<file path="src/rtl/shadow_bank_pkg.sv">
package shadow_bank_pkg;
  localparam logic [1:0] LEGACY_SKIP = 2'b11;

  function automatic int slot_width(input int n);
    return (n > 1) ? $clog2(n) : 1;
  endfunction
endpackage

</file>
<file path="src/rtl/shadow_hash_table.sv">
module shadow_hash_table #(
  parameter int CORE_REGS = 32,
  parameter int NUM_SLOTS = 4,
  parameter int IDX_W     = 5,
  parameter int SLOT_W    = 2
) (
  input  logic                        clk_i,
  input  logic                        rst_ni,
  input  logic                        cfg_we_i,
  input  logic [IDX_W-1:0]            cfg_idx_i,
  input  logic [SLOT_W-1:0]           cfg_slot_i,
  input  logic [IDX_W-1:0]            look_idx_i,
  output logic [SLOT_W-1:0]           look_slot_o,
  output logic [CORE_REGS*SLOT_W-1:0] tbl_flat_o
);
  localparam logic [SLOT_W:0] SLOT_LIM = NUM_SLOTS[SLOT_W:0];

  logic [SLOT_W-1:0] tbl_q [CORE_REGS];
  logic              cfg_ok;

  assign cfg_ok = cfg_we_i && ({1'b0, cfg_slot_i} < SLOT_LIM);

  always_ff @(posedge clk_i or negedge rst_ni) begin
    if (!rst_ni) begin
      for (int i = 0; i < CORE_REGS; i++) tbl_q[i] <= SLOT_W'(i % NUM_SLOTS);
    end else if (cfg_ok) begin
      for (int i = 0; i < CORE_REGS; i++)
        if (cfg_idx_i == IDX_W'(i)) tbl_q[i] <= cfg_slot_i;
    end
  end

  // lookup reads the registered table: a same-cycle rewrite is not seen
  always_comb begin
    look_slot_o = '0;
    for (int i = 0; i < CORE_REGS; i++)
      if (look_idx_i == IDX_W'(i)) look_slot_o = tbl_q[i];
  end

  for (genvar g = 0; g < CORE_REGS; g++) begin : g_flat
    assign tbl_flat_o[g*SLOT_W +: SLOT_W] = tbl_q[g];
  end
endmodule

</file>
<file path="src/rtl/shadow_target_sel.sv">
module shadow_target_sel
  import shadow_bank_pkg::*;
#(
  parameter int NUM_SLOTS = 4,
  parameter int SLOT_W    = 2
) (
  input  logic              wb_valid_i,
  input  logic              wb_copy_i,
  input  logic              wb_legacy_i,
  input  logic [1:0]        wb_code_i,
  input  logic [SLOT_W-1:0] hash_slot_i,
  output logic              wr_en_o,
  output logic [SLOT_W-1:0] wr_slot_o
);
  logic code_in_range;

  assign code_in_range = ({2'b00, wb_code_i} < 4'(NUM_SLOTS));

  always_comb begin
    wr_en_o   = 1'b0;
    wr_slot_o = hash_slot_i;
    if (wb_valid_i) begin
      if (wb_legacy_i) begin
        wr_slot_o = SLOT_W'(wb_code_i);
        wr_en_o   = (wb_code_i != LEGACY_SKIP) && code_in_range;
      end else begin
        wr_en_o = wb_copy_i;
      end
    end
  end
endmodule

</file>
<file path="src/rtl/shadow_store.sv">
module shadow_store #(
  parameter int NUM_SLOTS = 4,
  parameter int SLOT_W    = 2,
  parameter int DATA_W    = 32,
  parameter int NUM_RD    = 2
) (
  input  logic                        clk_i,
  input  logic                        rst_ni,
  input  logic                        wr_en_i,
  input  logic [SLOT_W-1:0]           wr_slot_i,
  input  logic [DATA_W-1:0]           wr_data_i,
  input  logic [NUM_RD*SLOT_W-1:0]    rd_sel_i,
  output logic [NUM_RD*DATA_W-1:0]    rd_data_o,
  output logic [NUM_SLOTS*DATA_W-1:0] bank_flat_o
);
  logic [DATA_W-1:0] bank_q [NUM_SLOTS];

  for (genvar s = 0; s < NUM_SLOTS; s++) begin : g_slot
    always_ff @(posedge clk_i or negedge rst_ni) begin
      if (!rst_ni)                                      bank_q[s] <= '0;
      else if (wr_en_i && (wr_slot_i == SLOT_W'(s)))    bank_q[s] <= wr_data_i;
    end
    assign bank_flat_o[s*DATA_W +: DATA_W] = bank_q[s];
  end

  for (genvar p = 0; p < NUM_RD; p++) begin : g_port
    logic [SLOT_W-1:0] sel;
    logic [DATA_W-1:0] word;
    assign sel = rd_sel_i[p*SLOT_W +: SLOT_W];
    always_comb begin
      word = '0;
      for (int s = 0; s < NUM_SLOTS; s++)
        if (sel == SLOT_W'(s)) word = bank_q[s];
    end
    assign rd_data_o[p*DATA_W +: DATA_W] = word;
  end
endmodule

</file>
<file path="src/rtl/hashed_shadow_bank.sv">
module hashed_shadow_bank
  import shadow_bank_pkg::*;
#(
  parameter int CORE_REGS = 32,
  parameter int NUM_SLOTS = 4,
  parameter int DATA_W    = 32,
  parameter int NUM_RD    = 2,
  localparam int IDX_W    = $clog2(CORE_REGS),
  localparam int SLOT_W   = slot_width(NUM_SLOTS)
) (
  input  logic                     clk_i,
  input  logic                     rst_ni,
  input  logic                     wb_valid_i,
  input  logic [IDX_W-1:0]         wb_rd_i,
  input  logic [DATA_W-1:0]        wb_data_i,
  input  logic                     wb_copy_i,
  input  logic                     wb_legacy_i,
  input  logic [1:0]               wb_code_i,
  input  logic                     cfg_we_i,
  input  logic [IDX_W-1:0]         cfg_idx_i,
  input  logic [SLOT_W-1:0]        cfg_slot_i,
  input  logic [NUM_RD*SLOT_W-1:0] rd_sel_i,
  output logic [NUM_RD*DATA_W-1:0] rd_data_o
);
  logic [SLOT_W-1:0]           hash_slot;
  logic                        wr_en;
  logic [SLOT_W-1:0]           wr_slot;
  logic [CORE_REGS*SLOT_W-1:0] tbl_flat;
  logic [NUM_SLOTS*DATA_W-1:0] bank_flat;

  shadow_hash_table #(
    .CORE_REGS(CORE_REGS), .NUM_SLOTS(NUM_SLOTS), .IDX_W(IDX_W), .SLOT_W(SLOT_W)
  ) u_table (
    .clk_i      (clk_i),
    .rst_ni     (rst_ni),
    .cfg_we_i   (cfg_we_i),
    .cfg_idx_i  (cfg_idx_i),
    .cfg_slot_i (cfg_slot_i),
    .look_idx_i (wb_rd_i),
    .look_slot_o(hash_slot),
    .tbl_flat_o (tbl_flat)
  );

  shadow_target_sel #(.NUM_SLOTS(NUM_SLOTS), .SLOT_W(SLOT_W)) u_sel (
    .wb_valid_i (wb_valid_i),
    .wb_copy_i  (wb_copy_i),
    .wb_legacy_i(wb_legacy_i),
    .wb_code_i  (wb_code_i),
    .hash_slot_i(hash_slot),
    .wr_en_o    (wr_en),
    .wr_slot_o  (wr_slot)
  );

  shadow_store #(
    .NUM_SLOTS(NUM_SLOTS), .SLOT_W(SLOT_W), .DATA_W(DATA_W), .NUM_RD(NUM_RD)
  ) u_store (
    .clk_i      (clk_i),
    .rst_ni     (rst_ni),
    .wr_en_i    (wr_en),
    .wr_slot_i  (wr_slot),
    .wr_data_i  (wb_data_i),
    .rd_sel_i   (rd_sel_i),
    .rd_data_o  (rd_data_o),
    .bank_flat_o(bank_flat)
  );
endmodule

</file>
<file path="config.mk">
export PLATFORM = sky130hd
export DESIGN_NAME = hashed_shadow_bank
export DESIGN_NICKNAME = d
export VERILOG_FILES = /design/src/rtl/shadow_bank_pkg.sv /design/src/rtl/shadow_hash_table.sv /design/src/rtl/shadow_target_sel.sv /design/src/rtl/shadow_store.sv /design/src/rtl/hashed_shadow_bank.sv
export SDC_FILE = /design/constraint.sdc
export NUM_CORES = 1
export LEC_CHECK = 0
export BUFFER_PORTS_ARGS = -buffer_cell sky130_fd_sc_hd__buf_2
export CAP_MARGIN = 10
export CORE_UTILIZATION = 59
export DETAILED_ROUTE_END_ITERATION = 7
export GPL_TIMING_DRIVEN = 0
export PLACE_DENSITY = 0.81
export RECOVER_POWER = 50
export SLEW_MARGIN = 0
export SYNTH_ARGS = -nofsm -noshare
export SYNTH_HDL_FRONTEND = slang
export SYNTH_HIERARCHICAL = 1
export SYNTH_SLANG_ARGS = --single-unit
</file>
<file path="constraint.sdc">
create_clock -name clk_i -period 3 [get_ports clk_i]
set_input_delay 0 -clock clk_i [delete_from_list [all_inputs] [get_ports clk_i]]
set_output_delay 0 -clock clk_i [all_outputs]
set_load 0.005 [all_outputs]
</file>
==> results.cfg <==
[yosys]
synth_edf_count = 0
synthTopCellsByArea = dfrtp_1 (40%), mux2_2 (22%), mux4_2 (15%), dfstp_2 (8.4%), nand2_1 (1.1%)
synth_flop_cell = dfrtp_1
synthCells = 697
yosysTopAreaCellShare_pct = 40.0
synth_largest_area_cell = dfrtp_1
ys_types = 62
seq_area_frac_synth_pct = 48.5
post_synth_xor_area_fraction_pct = 0
synth.area.mux_share_pct = 37.6
syn_avg_cell_area_um2 = 14.3
synth_fa_ha_area_share_pct = 0
syn_nets = 753
syn-cell-area_um2 = 10000
ys_warn_count = 6
synth_top_family_by_area = multiplexers
synthArstFlopShare_pct = 100
synth_compound_gate_area_share_pct = 4.20
ys_ff_latch = 192
yosys.area_share.simple_pct = 6.61

[worst_hold_path]
min_from = cfg_idx_i[4]
hold-path-cell-count = 4
hold_class = in2reg
holdPathEnd = u_table/tbl_flat_o[38]

[timing]
hold_viol = 0
fin_crit_sh_pct = 99.4
finalClockSkew_ns = 0.0149
setup_violations = 0
worst_pin_slew_ns = 2.52
setup_tns_ns = 0
slew_viol_final = 112
slew_headroom_pct = -67.9
fmax_mhz = 335
post-route-min-period_ns = 2.98
rsz0062_at_grt = true

[worst_setup_path]
worstSetupStartpointType = flip-flop
worst_path_largest_cell_delay_ns = 0.45
rrSetupSlack_ns = 0.02
timing.rr.end = u_store/bank_flat_o[2]
crit_type = reg2reg
cp_data_arrival_time_ns = 3.30
setup.worst_path.end_class = flip-flop
r2r_cells = 11
cp_cell_sequence = mux4_2 > nand2_1 > o31ai_1 > a2bb2oi_2 > nor4_1 > o32a_1 > mux2_4 > nor3b_4 > buf_4 > buf_8 > mux2_2
critPathSlowestCell = mux4_2
crit_fanout = 10
crit-reg2reg-launch = u_table/tbl_flat_o[0]
required_ns = 3.32

[grt]
grtUsageTotal_pct = 30.9
antenna_found_initial = 1
grt_pass1_wl_mm = 41.2
grt_start_max_net_pins = 113
grt_pass1_vias = 7484
grt_overflow = 0

[clock_network]
numClockSinks = 192
numCtsBuffers = 17
cts_buffer_depth = 2
h-tree-depth = 4
insertion_delay_ns = 0.43
cts_tree = built
clockRootBuffer = clkbuf_16
clkSlewWorstSetupHoldPaths_ns = 0.08

[routing]
vias = 6969
avgRoutedWirePerCell_um = 23.3
dr.first_iter.drc_count = 593
ant_nets = 0
vias_per_cell = 6.30
post-route-drc-count = 0
routed_wirelength_mm = 25.8
drt-pass1-iter-count = 5

[cells_and_area]
ff_latch_area_um2 = 4840
areaGrowthSynthToFinish_pct = 19.5
fin_nets = 928
finish.utilization_pct = 72.0
multi_input_area_um2 = 4860
layout-drive-gt1-share_pct = 55.0
fill_cells = 1141
final_cells = 1106

[place]
hpwl_mm = 17.5
dp.cells = 1030
place_congestion = 0.928
port_buffers = 112

[outcome]
violations = capacitance limit, slew limit
outcome = complete, but fails checks

[pwr]
ir_worst_vdd_uv = 474
p_leak_nw = 5.07
power.density_nw_per_um2 = 749

[die]
die_h_um = 132
rows = 47
die-area_um2 = 17500
start_util_pct = 60.3
io_pins = 120
dieWidth_um = 132
core_um2 = 16600

[job]
drv_cap = 1
[cell families after synthesis]
family                 count (synthesis)
and+or+nand+nor                      127
buffers and inverters                 53
DFF                                  192
muxes                                269
AOI/OAI and AO/OA                     56
[what timing repair did]
item / 4_1_cts / 5_1_grt
endpoints found under the setup margin: 97 / 120
buffers inserted: 2 / 4
pin swaps: 1 / 3
hold endpoints to repair: 226 / 0
hold buffers: 35 / 0
gates resized for setup: 5 / 23
cloned: 0 / 2
[layer usage]
layer  part of all wire [%]  routed length, um  global-route usage [%]  vias up
met4                    1.9                482                    9.26        0
met3                    6.5               1680                    6.54       39
met2                     50              12900                    50.1      294
met5                      0                  0                       0        -
met1                     42              10700                    42.4     3632
li1                       -                  -                       -     3004
[where the power goes]
part | internal, mW | switching, mW | leakage [nW]
Combinational | 1.58 | 0.955 | 2.50
Sequential | 3.50 | 0.606 | 2.28
Clock | 1.20 | 1.10 | 0.295
Total | 6.29 | 2.66 | 5.07
[placed cells by master (no fill, tap or decap), drive strengths merged, types with 3 or more instances in the layout]
cell type and instances:
a21o 3, o21ai 11, nor3 17, o211ai 4, nor3b 7, nand2b 8, dfstp 32, a31oi 4
nand2 32, clkinv 6, inv 10, dlygate4sd3 35, nor4 4, nand4b 3, mux4 65, dfrtp 160
clkbuf 31, buf 157, mux2i 9, mux2 195, a21oi 10, nand3b 4, a211oi 4, nand3 4
nor2b 9, nor2 29
[synth_stat cells, types with 2 or more instances]
master,instances
a31oi_1,4
buf_2,16
o41ai_1,2
mux2_2,191
mux2i_1,9
nand4b_1,3
nand3b_1,4
dfrtp_1,160
nor3b_1,6
nand2b_1,8
nand2_1,30
nor2_1,29
nor4_1,4
a211oi_1,2
a32oi_1,2
a22oi_1,2
buf_6,6
a21oi_1,10
mux2_1,2
mux2_4,2
a211oi_2,2
o211ai_1,3
buf_1,6
nand3_1,4
clkbuf_1,10
o21ai_0,11
nor2b_1,9
a21o_1,3
nand2_2,2
mux4_2,65
nand4_1,2
nor3_1,17
dfstp_2,32
buf_4,10
or4_1,2
[flip-flops by register name, indices dropped and copies added, names as in the netlist]
signal	count
u_store/bank_flat_o	128
u_table/tbl_flat_o	64
[worst max path at each step]
stage	from	endpoint	depth (start not counted)
2_1_floorplan	u_table/tbl_flat_o[4]	u_store/bank_flat_o[10]	10
3_3_place_gp	rst_ni	u_store/bank_flat_o[60]	1
3_5_place_dp	wb_rd_i[2]	u_store/bank_flat_o[6]	11
4_1_cts	u_table/tbl_flat_o[0]	u_store/bank_flat_o[100]	10
5_1_grt	u_table/tbl_flat_o[0]	u_store/bank_flat_o[39]	11
6_report	u_table/tbl_flat_o[0]	u_store/bank_flat_o[2]	11
[final cells by class]
type,count,area share (%)
buffer,50,2.95
clock inverter,15,1.54
antenna,1,0.0210
tap,220,2.30
timing repair buffer,156,8.30
inverter,3,0.0943
clock buffer,17,3.56
sequential,192,40.6
multi-input combinational,452,40.7
[through the flow]
step           setup slack (ns)  cell area (um^2)  hold WS [ns]  total power, mW
3_3_place_gp             -0.839             10800         0.256             6.34
4_1_cts                 -0.0379             11900         0.137             8.96
5_1_grt                 -0.0354             11900         0.145             9.37
3_5_place_dp             -0.269             10900         0.127             6.59
6_report                 0.0182             11900         0.167             8.94
2_1_floorplan             0.334             10000        -0.296             5.61
[worst max-delay path, delay by kind of cell (launching register included)]
family,cells,cell delay [ns]
simple gates,3,0.40
buf+inv,2,0.33
compound gates,3,0.62
mux,3,1.11
flops,1,0.39
No activity file was read; power rests on OpenSTA's default activity.
